**src/rtl/special_read_ctrl.sv**
```systemverilog
module special_read_ctrl #(
  parameter int ADDR_W = 32,
  parameter int DATA_W = 32,
  parameter logic [31:0] BASE = 32'h0040_0000,
  parameter int ID_BYTES = 1024,
  parameter int SIG_BYTES = 512,
  parameter int ENTER_CYC = 4,
  parameter int EXIT_CYC = 4
) (
  input  logic              clk,
  input  logic              rst_n,
  input  logic              cmd_valid,
  input  logic [1:0]        cmd_code,
  input  logic              mode_wr,
  input  logic              mode_irq_en,
  input  logic              stat_rd,
  output logic              ready,
  output logic              irq,
  input  logic              rd_en,
  input  logic              rd_fetch,
  input  logic [ADDR_W-1:0] rd_addr,
  output logic              rd_valid,
  output logic              rd_err,
  output logic [DATA_W-1:0] rd_data,
  output logic [ADDR_W-1:0] mem_addr,
  output logic              arr_re,
  output logic              id_re,
  output logic              sig_re,
  input  logic [DATA_W-1:0] arr_rdata,
  input  logic [DATA_W-1:0] id_rdata,
  input  logic [DATA_W-1:0] sig_rdata
);
  localparam int MAXC = (ENTER_CYC > EXIT_CYC) ? ENTER_CYC : EXIT_CYC;
  localparam int CW = $clog2(MAXC + 1);
  localparam logic [ADDR_W-1:0] BASE_A = ADDR_W'(BASE);
  localparam logic [ADDR_W-1:0] ID_LEN = ADDR_W'(ID_BYTES);
  localparam logic [ADDR_W-1:0] SG_LEN = ADDR_W'(SIG_BYTES);

  typedef enum logic [2:0] {S_IDLE, S_ID_IN, S_ID_ON, S_ID_OUT, S_SG_IN, S_SG_ON, S_SG_OUT} st_t;
  typedef enum logic [1:0] {SEL_NONE, SEL_ARR, SEL_ID, SEL_SG} sel_t;

  st_t             st;
  logic [CW-1:0]   cnt;
  logic            irq_en_q, irq_q;
  logic            valid_q, err_q;
  sel_t            sel_q, sel_d;
  logic [ADDR_W-1:0] addr_q, addr_d;

  wire cnt_zero  = (cnt == '0);
  wire exit_done = ((st == S_ID_OUT) || (st == S_SG_OUT)) && cnt_zero;
  wire busy      = (st != S_IDLE);
  wire id_map    = (st == S_ID_ON) || (st == S_ID_OUT);
  wire sg_map    = (st == S_SG_ON) || (st == S_SG_OUT);
  wire [ADDR_W-1:0] offs = rd_addr - BASE_A;
  wire above     = (rd_addr >= BASE_A);
  wire in_id     = above && (offs < ID_LEN);
  wire in_sg     = above && (offs < SG_LEN);
  wire refuse    = rd_fetch && busy;

  always_ff @(posedge clk or negedge rst_n) begin
    if (!rst_n) begin
      st  <= S_IDLE;
      cnt <= '0;
    end else begin
      case (st)
        S_IDLE: if (cmd_valid && cmd_code == 2'd0) begin
                  st <= S_ID_IN; cnt <= CW'(ENTER_CYC - 1);
                end else if (cmd_valid && cmd_code == 2'd2) begin
                  st <= S_SG_IN; cnt <= CW'(ENTER_CYC - 1);
                end
        S_ID_IN:  if (cnt_zero) st <= S_ID_ON; else cnt <= cnt - 1'b1;
        S_ID_ON:  if (cmd_valid && cmd_code == 2'd1) begin
                    st <= S_ID_OUT; cnt <= CW'(EXIT_CYC - 1);
                  end
        S_ID_OUT: if (cnt_zero) st <= S_IDLE; else cnt <= cnt - 1'b1;
        S_SG_IN:  if (cnt_zero) st <= S_SG_ON; else cnt <= cnt - 1'b1;
        S_SG_ON:  if (cmd_valid && cmd_code == 2'd3) begin
                    st <= S_SG_OUT; cnt <= CW'(EXIT_CYC - 1);
                  end
        S_SG_OUT: if (cnt_zero) st <= S_IDLE; else cnt <= cnt - 1'b1;
        default:  st <= S_IDLE;
      endcase
    end
  end

  assign ready = (st == S_IDLE) || (st == S_ID_IN) || (st == S_SG_IN);

  always_ff @(posedge clk or negedge rst_n) begin
    if (!rst_n) begin
      irq_en_q <= 1'b0;
      irq_q    <= 1'b0;
    end else begin
      if (mode_wr) irq_en_q <= mode_irq_en;
      if (exit_done && irq_en_q) irq_q <= 1'b1;
      else if (stat_rd)          irq_q <= 1'b0;
    end
  end

  assign irq = irq_q;

  always_comb begin
    sel_d  = SEL_ARR;
    addr_d = rd_addr;
    if (refuse) begin
      sel_d  = SEL_NONE;
      addr_d = '0;
    end else if (id_map && in_id) begin
      sel_d  = SEL_ID;
      addr_d = offs;
    end else if (sg_map && in_sg) begin
      sel_d  = SEL_SG;
      addr_d = offs;
    end
  end

  always_ff @(posedge clk or negedge rst_n) begin
    if (!rst_n) begin
      valid_q <= 1'b0;
      err_q   <= 1'b0;
      sel_q   <= SEL_NONE;
      addr_q  <= '0;
    end else begin
      valid_q <= rd_en;
      err_q   <= rd_en && refuse;
      sel_q   <= rd_en ? sel_d : SEL_NONE;
      if (rd_en) addr_q <= addr_d;
    end
  end

  assign rd_valid = valid_q;
  assign rd_err   = err_q;
  assign mem_addr = addr_q;
  assign arr_re   = (sel_q == SEL_ARR);
  assign id_re    = (sel_q == SEL_ID);
  assign sig_re   = (sel_q == SEL_SG);

  always_comb begin
    case (sel_q)
      SEL_ARR: rd_data = arr_rdata;
      SEL_ID:  rd_data = id_rdata;
      SEL_SG:  rd_data = sig_rdata;
      default: rd_data = '0;
    endcase
  end

  p_one_source_r11: assert property (@(posedge clk) disable iff (!rst_n)
    $onehot0({arr_re, id_re, sig_re}));

  p_irq_on_rise_r4: assert property (@(posedge clk) disable iff (!rst_n)
    ($rose(ready) && $past(irq_en_q)) |-> irq);

  p_irq_clear_r9: assert property (@(posedge clk) disable iff (!rst_n)
    (stat_rd && !exit_done) |=> !irq);

  p_fetch_refused_r7: assert property (@(posedge clk) disable iff (!rst_n)
    (rd_en && rd_fetch && !ready) |=> (rd_err && !arr_re && !id_re && !sig_re));

  p_start_ignored_r8: assert property (@(posedge clk) disable iff (!rst_n)
    (cmd_valid && !cmd_code[0] && (st == S_ID_ON || st == S_SG_ON)) |=> $stable(st));

  p_id_hit_r2: assert property (@(posedge clk) disable iff (!rst_n)
    (rd_en && !rd_fetch && id_map && in_id) |=> (id_re && rd_valid));
endmodule

```
**config.mk**
```make
export PLATFORM = sky130hd
export DESIGN_NAME = special_read_ctrl
export DESIGN_NICKNAME = d
export VERILOG_FILES = /design/src/rtl/special_read_ctrl.sv
export SDC_FILE = /design/constraint.sdc
export NUM_CORES = 1
export LEC_CHECK = 0
export ABC_CLOCK_PERIOD_IN_PS = 2800
export CAP_MARGIN = 40
export CORE_MARGIN = 1
export CORE_UTILIZATION = 36
export CTS_CLUSTER_DIAMETER = 40
export DETAILED_ROUTE_END_ITERATION = 10
export PLACE_DENSITY = 0.9
export SLEW_MARGIN = 40
export SYNTH_ARGS = -nofsm -noshare
export SYNTH_HDL_FRONTEND = slang
export SYNTH_SLANG_ARGS = --single-unit
```
**constraint.sdc**
```tcl
create_clock -name clk -period 2.8 [get_ports clk]
set_input_delay 0.56 -clock clk [delete_from_list [all_inputs] [get_ports clk]]
set_output_delay 0.56 -clock clk [all_outputs]
set_load 0.05 [all_outputs]
```
# Word level (Yosys, flattened, before mapping)
# Index checks and enable logic that the tools add are counted.
# word_totals
ff_bits,44
inputBits,138
# op_classes
addsub,2
order_cmp,3
eq_ne,19
n_mux,23
n_reduce_logical,27
# ops
operator,n
32-bit 2-to-1 mux,3
32-bit case mux with 3 select lines,1
3-bit 2-to-1 mux,11
"32-bit by 23-bit greater-or-equal comparator with 1-bit output, second input constant",1
"32-bit by 10-bit < comparator with 1-bit output, second input constant",1
"32-bit by 11-bit < comparator with 1-bit output, second input constant",1
"32-bit by 23-bit subtractor with 32-bit output, second input constant",1
3-bit case mux with 6 select lines,1
1-bit logical AND,12
3-bit case mux with 4 select lines,1
"3-bit == test, second input constant",3
"2-bit == test, second input constant",4
2-bit 2-to-1 mux,4
"3-bit by 2-bit == test with 1-bit output, second input constant",2
3-bit logical NOT,2
"2-bit by 1-bit != test with 1-bit output, second input constant",3
"2-bit != test, second input constant",3
6-bit AND reduction,1
1-bit logical OR,5
5-bit AND reduction,1
"2-bit by 1-bit == test with 1-bit output, second input constant",2
4-bit nonzero test,1
4-bit OR reduction,1
"3-bit by 1-bit == test with 1-bit output, second input constant",1
7 further kinds,8

# Logic depth before layout (Yosys ltp)
# Gate-level depths: netlist of run 1.
# depth
word_depth,8
ltp_mapped,7

# Worst setup path after synthesis of run 1
# Ideal clock, no wire load.
# synth_timing
kind,register -> output
from,register sel_q[1]
to,output port rd_data[13]
t_arrival_ps,2090
required_ps,2240
setup_slack_ps,150
stages_incl_launch_ff,6
path_buffers,3
path_cell_list,dfrtp_1 -> clkbuf_1 -> nor2b_1 -> clkbuf_1 -> clkbuf_1 -> a22o_1
# synth_between
elab_chain_len,2
elab_cells_between_ends,4
cone_classes,eq/ne: 3; mux: 1
# synth_rtl
element,line,source
from (decl),46,"sel_t sel_q, sel_d;"
from (signal assigned),125,sel_q <= rd_en ? sel_d : SEL_NONE;
2-bit == test,-,
via id_re,27,"output logic id_re,"
32-bit case mux with 3 select lines,138,case (sel_q)
to (decl),24,"output logic [DATA_W-1:0] rd_data,"
# The timed path passes the listed nets, and every way through them passes these cells.

# Final worst setup path of run 1
# layout_timing
from,input port rd_addr[23]
to,"register addr_q[23], in the netlist mem_addr[23]"
# layout_between
elab_chain_len,7
elab_cells_between_ends,11
cone_classes,add/sub: 1; order compare: 3; mux: 3; reduce/logical: 4
# layout_rtl
element,line,source
from (decl),21,"input logic [ADDR_W-1:0] rd_addr,"
32-bit by 23-bit subtractor with 32-bit output,54,wire [ADDR_W-1:0] offs = rd_addr - BASE_A;
32-bit by 10-bit < comparator with 1-bit output,57,wire in_sg = above && (offs < SG_LEN);
1-bit logical AND,57,
1-bit logical AND,110,end else if (sg_map && in_sg) begin
32-bit 2-to-1 mux,110,
32-bit 2-to-1 mux (*),107,end else if (id_map && in_id) begin
32-bit 2-to-1 mux (*),104,if (refuse) begin
to (signal assigned),126,if (rd_en) addr_q <= addr_d;
to (decl),47,"logic [ADDR_W-1:0] addr_q, addr_d;"
# Mark *: on every way between the ends. The rest lies on a longest branch, timed or not.
# A chain may end at the register's enable or synchronous reset.

==> metrics.txt, run 1 <==
initial antenna violation count 0; Clock Sink Count 44; Synth area leaders dfrtp_1, a22o_1, mux2_2, clkbuf_1, ha_1; GRT Total Usage between 20% and 30%; fraction of power consumed by sequential logic between 30% and 40%; Worst Path Required just over 3 ns; post-DR vias/cell approximately 5.4; Pwr Density about 540 nW/um^2; Max stage delay on crit path roughly 0.54 ns; Worst Setup End Kind register; critical path peak fanout 5; Reg clk slew, reported paths roughly 0.09 ns; WL per Instance roughly 19 um; Core Region slightly below 7000 um^2; flip-flop and latch area 1100 um^2; Int Power roughly 1700 uW; Tcrit/Tclk final a little under nine tenths; P_sw about 1200 uW; Antenna diodes 0; Top FF cell, synth dfrtp_1; PostCTS Resize Cnt 0; total CTS buffers 5; Final Hold Viols 0; die height between 80 and 90 um; CP Cell Sequence clkdlybuf4s50_1 -> inv_1 -> ha_1 -> nor4bb_1 -> a31oi_1 -> or4_4 -> nor2_2 -> mux2i_1; fin crit period ~2.4 ns; FF-to-FF path depth 5; Clk Tree Root Cell clkbuf_8; FP Rows 30; die area about 7700 um^2; Worst Hold Class input pin to async pin; Setup Viol. Count Final 0; hold_buf cts 0; clock buffer depth 2; via count of the first global-routing pass 2949; First DRT Iteration DRCs just under 100; first-pass GRT wire length between 15000 and 20000 um; Final #Nets 587; R2R Setup Slk a little over 0.9 ns; Crit Path Category input pin to register; Post-synth EDFFs 0; Worst Setup Start Kind input pin; Worst Setup Slack post-DPL approximately 0.11 ns; Critical Path Slowest Stage Cell or4_4; maximum clock rate about 0.42 GHz; Max H-tree Level 2; RSZ-0062 raised after global routing false; TritonCTS clock tree done; Unique masters post-synth a little over 40; largest net degree at the start of global routing 45; clk_skew 0.00640 ns; yosys warns 0; fin area between 5000 and 6000 um^2; Post-CTS Setup Bufs 0; vias post-DR between 2000 and 3000; Rel. slew slack between 60 and 70%; Yosys reg bits 44; WL final around 10000 um; share of the synthesized area in the top cell type 41.5%; cell with the most instances after synthesis a22o_1; later-pin clock latency in the skew report about 0.3 ns; Gate Count Post-Synth roughly 250; # port buffers approximately 210; Mapped Area ~2700 um^2; fillcell total between 400 and 500; critical path data arrival time 2.62 ns; most frequent cells after synthesis a22o_1, dfrtp_1, mux2_2; Worst R2R End mem_addr[24]; I/O pin count approximately 210; post-synthesis sequential area ratio 41.5%; Post-synth ARST share 100%; Final WS setup 0.396 ns; Final Max Slew Viols 0; Placed Instance Area roughly 5200 um^2; Clock power frac between 15 and 20%; Post-DP HPWL 8090 um; reg2reg start st[2]; area occupied by multi-input gates 1440 um^2; Initial Utilization 38.2%; Logic pwr share 52.4%; RePlAce Congestion a little under 0.9; DR DRC count 0; leading area contributor after synthesis dfrtp_1; area grow syn2layout 98.5%; synthesized net count roughly 390; setup tns final 0 ns; Worst-Margin Slew about 0.56 ns; status finished clean; P_leak approximately 0.0022 uW; Max-Cap Viols 0; Worst VDD drop roughly 0.54 mV; die width about 88 um; Avg Cell Area, Syn between 10 and 15 um^2; ANT nets after route 0; grt ovf 0; Detailed Routing Iterations Pass 1 4; switching share of power 40.6%; fraction of layout cells with a size suffix above 1 21.3%
power groups by stage:
stage,logic [uW],clock network [uW],registers (uW)
after floorplan,643,0,1080
after global routing,1590,541,889
after CTS,1510,515,866
after detailed placement,1510,0,878
final,1500,496,869
after global placement,1470,0,870
how the worst max path moves through the flow:
stage / slack [ns] / startpoint / depth (start not counted) / endpoint
after global placement: 0.20 / rd_addr[23] / 7 / mem_addr[22]
final: 0.40 / rd_addr[23] / 8 / mem_addr[23]
after floorplan: 0.15 / sel_q[1] / 5 / rd_data[13]
after CTS: 0.40 / sel_q[1] / 4 / rd_data[7]
after global routing: 0.30 / rd_addr[23] / 8 / mem_addr[23]
after detailed placement: 0.11 / rd_addr[23] / 8 / mem_addr[23]
layer usage:
layer	vias to the layer above	track usage [%]	wire, um
li1	1343	-	-
met4	0	8.20	276
met1	1419	29.0	3760
met3	21	8.11	946
met5	-	0	0
met2	146	47.4	5360
cells by family (layout without fill, tap and decap cells):
logic type	Yosys count	in the layout	share of synthesized area (%)
and+or+nand+nor	43	43	10.1
xor gates and xnor gates	1	1	0.330
buffers and inverters	31	231	4.48
adders and majority gates	4	4	1.89
DFF	44	44	41.5
muxes	36	36	15.2
AOI/OAI and AO/OA	87	87	26.6
worst max-delay path, delay by kind of cell:
family	cells	cell delay [ns]
compound gates	1	0.07
buf+inv	2	0.56
simple gates	3	1.02
mux	1	0.21
fa+ha+maj	1	0.19
registers in the layout, summed over array words and instances, names as in the netlist:
register	cells
sel_q	2
st	3
rd_err	1
rd_valid	1
mem_addr	32
irq_en_q	1
irq	1
cnt	3
final cells by class:
cell class	count	area share (%)
inverter	9	0.641
clock buffer	5	1.31
multi-input combinational	171	27.3
timing repair buffer	214	46.7
tap	96	2.28
sequential	44	20.9
clock inverter	3	0.878
through the flow:
step	total power, uW	util, %	std cells	hold slack [ns]
after global placement	2340	74.2	534	0.493
after CTS	2890	75.9	542	0.258
after detailed placement	2380	74.2	534	0.492
final	2870	75.9	542	0.251
after floorplan	1720	-	246	0.264
after global routing	3020	75.9	542	0.284
cell usage in the layout (no fill, tap or decap), types with 4 or more instances in the layout:
| cell type | synthesis | routed |
|---|---|---|
| buf_4 | 0 | 8 |
| o21ai_0 | 5 | 5 |
| nor2_1 | 9 | 9 |
| a22o_1 | 59 | 59 |
| nand2_1 | 7 | 7 |
| dfrtp_1 | 44 | 44 |
| mux2_2 | 34 | 34 |
| a21oi_1 | 7 | 7 |
| clkdlybuf4s50_1 | 0 | 172 |
| nor4_2 | 4 | 4 |
| inv_1 | 9 | 9 |
| buf_12 | 0 | 34 |
| clkbuf_8 | 0 | 5 |
| ha_1 | 4 | 4 |
(Power assumes the default switching activity.)
==> inputs of run 2 (changes only) <==
- CORE_UTILIZATION: 36 -> 37
- CTS_BUF_LIST: unset -> sky130_fd_sc_hd__clkbuf_4 sky130_fd_sc_hd__clkbuf_8
- PLACE_DENSITY: 0.9 -> 0.92
==> run 2 against run 1 <==
- combinational power about the same
- largest cell class unchanged
- first-iteration DRC count fell by 14%
- non-clock buffer count unchanged
- sequential share of layout area hardly changed
==> metrics.txt, run 2 (synthesis results as in run 1) <==
WL final 11000 um (+6.8%); Worst Path Required 2.99 ns (-0.03 ns); hold_buf cts 0 (unchanged); Crit Path Category input pin to register; Max H-tree Level 2 (unchanged); Antenna diodes 0 (unchanged); clock buffer depth 2 (unchanged); Post-CTS Setup Bufs 0 (unchanged); GRT Total Usage 28.8% (+2.8 points); initial antenna violation count 0 (unchanged); vias post-DR 2974 (+1.5%); fin crit period 2.43 ns (+0.0280 ns); P_leak 0.00217 uW (+0.14%); Max-Cap Viols 0 (unchanged); Max stage delay on crit path 0.53 ns (about the same); commonest non-fill, non-tap cell in the layout clkdlybuf4s50_1; # port buffers 208 (unchanged); Clk Tree Root Cell clkbuf_8; Worst Setup Start Kind input pin; fillcell total 439 (-2.2%); area grow syn2layout 98.8%; grt ovf 0 (unchanged); Initial Utilization 38.7% (+0.42 points); Setup Viol. Count Final 0 (unchanged); First DRT Iteration DRCs 85 (-14%); RSZ-0062 raised after global routing false; Clock power frac 16.8% (-0.5 points); WL per Instance 20.4 um (+6.8%); Worst VDD drop 0.587 mV (+9.2%); Pwr Total 2890 uW (+0.91%); WP buf/inv 2 (unchanged); fraction of layout cells with a size suffix above 1 21.3% (unchanged); Crit path max-delay family simple AND/OR/NAND/NOR gates; DR DRC count 0 (unchanged); Core Region 6870 um^2 (-1.1%); FP Rows 30 (unchanged); commonest cells after routing, fill and taps aside clkdlybuf4s50_1, a22o_1, dfrtp_1; ANT nets after route 0 (unchanged); fin area 5280 um^2 (+0.17%); die width 86.7 um (-1.3%); PostCTS Resize Cnt 0 (unchanged); total CTS buffers 5 (unchanged); die area 7520 um^2 (-2.6%); clk_skew 0.00890 ns (+0.00250 ns); die height 86.7 um (-1.3%); Final Max Slew Viols 0 (unchanged); area occupied by multi-input gates 1440 um^2 (unchanged); critical path peak fanout 5 (unchanged); Reg clk slew, reported paths 0.09 ns (about the same); post-DR vias/cell 5.49 (+1.5%); critical path data arrival time 2.62 ns (about the same); Worst Hold Class input pin to async pin; Critical Path Slowest Stage Cell or4_4; TritonCTS clock tree done; flip-flop and latch area 1100 um^2 (unchanged); fraction of power consumed by sequential logic 30.2% (about the same); Int Power 1700 uW (about the same); number of flip-flops in the largest register 32 (unchanged); maximum clock rate 0.411 GHz (-1.2%); Placed Instance Area 5170 um^2 (+0.24%); Final #Nets 587 (unchanged); later-pin clock latency in the skew report 0.30 ns (about the same); largest net degree at the start of global routing 45 (unchanged); Pwr Density 548 nW/um^2 (+0.74%); I/O pin count 209 (unchanged); P_sw 1190 uW (+2.2%); Post-DP HPWL 8630 um (+6.6%); setup tns final 0 ns (unchanged); Worst Setup End Kind register; Final Hold Viols 0 (unchanged); Detailed Routing Iterations Pass 1 4 (unchanged); Logic pwr share 53.0% (+0.6 points); switching share of power 41.1% (+0.54 points); Clock Sink Count 44 (unchanged); Rel. slew slack 63.3% (+0.37 points); Tcrit/Tclk final 86.8% (+1.0 points); RePlAce Congestion 0.847 (-2.3%); CP Cell Sequence clkdlybuf4s50_1 -> inv_1 -> ha_1 -> nor4bb_1 -> a31oi_1 -> or4_4 -> a311o_1; Worst-Margin Slew 0.548 ns (-0.00731 ns); first-pass GRT wire length 16200 um (+6.5%); status finished clean; via count of the first global-routing pass 3011 (+2.1%)
-- run 2: area by class of cell --
type                            count  area share [%]
Multi-Input combinational cell    171            27.2
Clock buffer                        5            1.30
Clock inverter                      3           0.806
Tap cell                           96            2.28
Sequential cell                    44            20.9
Inverter                            9           0.640
Timing Repair Buffer              214            46.9
-- run 2: metal layers --
metal | vias to the layer above | track usage, % | part of all wire (%)
li1 | 1339 | - | -
met1 | 1454 | 30.8 | 35
met2 | 152 | 52.8 | 52
met3 | 29 | 7.90 | 8.4
met4 | 0 | 13.0 | 3.9
met5 | - | 0 | 0
-- run 2: final timing paths --
kind,start,endpoint,slack [ns],depth (start not counted)
max,rd_addr[23],mem_addr[22],0.37,7
min,rst_n,rd_err,0.24,1
max reg2reg,st[1],mem_addr[23],0.69,5
min reg2reg,mem_addr[3],mem_addr[3],0.51,1
max in group asynchronous,rst_n,mem_addr[16],2.18,1
min in group clk,mem_addr[3],mem_addr[3],0.51,1
-- run 2: power by group through the flow --
stage	sequential (uW)	combinational, uW	clock, uW
final	875	1530	485
after CTS	872	1540	495
after global placement	873	1480	0
after global routing	893	1610	519
after detailed placement	881	1530	0
after floorplan	1080	643	0
-- run 2: through the flow --
step	util [%]	setup slack [ns]	hold slack, ns	std cells
2_1_floorplan	-	0.150	0.264	246
3_3_place_gp	75.2	0.200	0.494	534
3_5_place_dp	75.2	0.0855	0.498	534
4_1_cts	76.8	0.357	0.256	542
5_1_grt	76.8	0.291	0.281	542
6_report	76.8	0.368	0.241	542
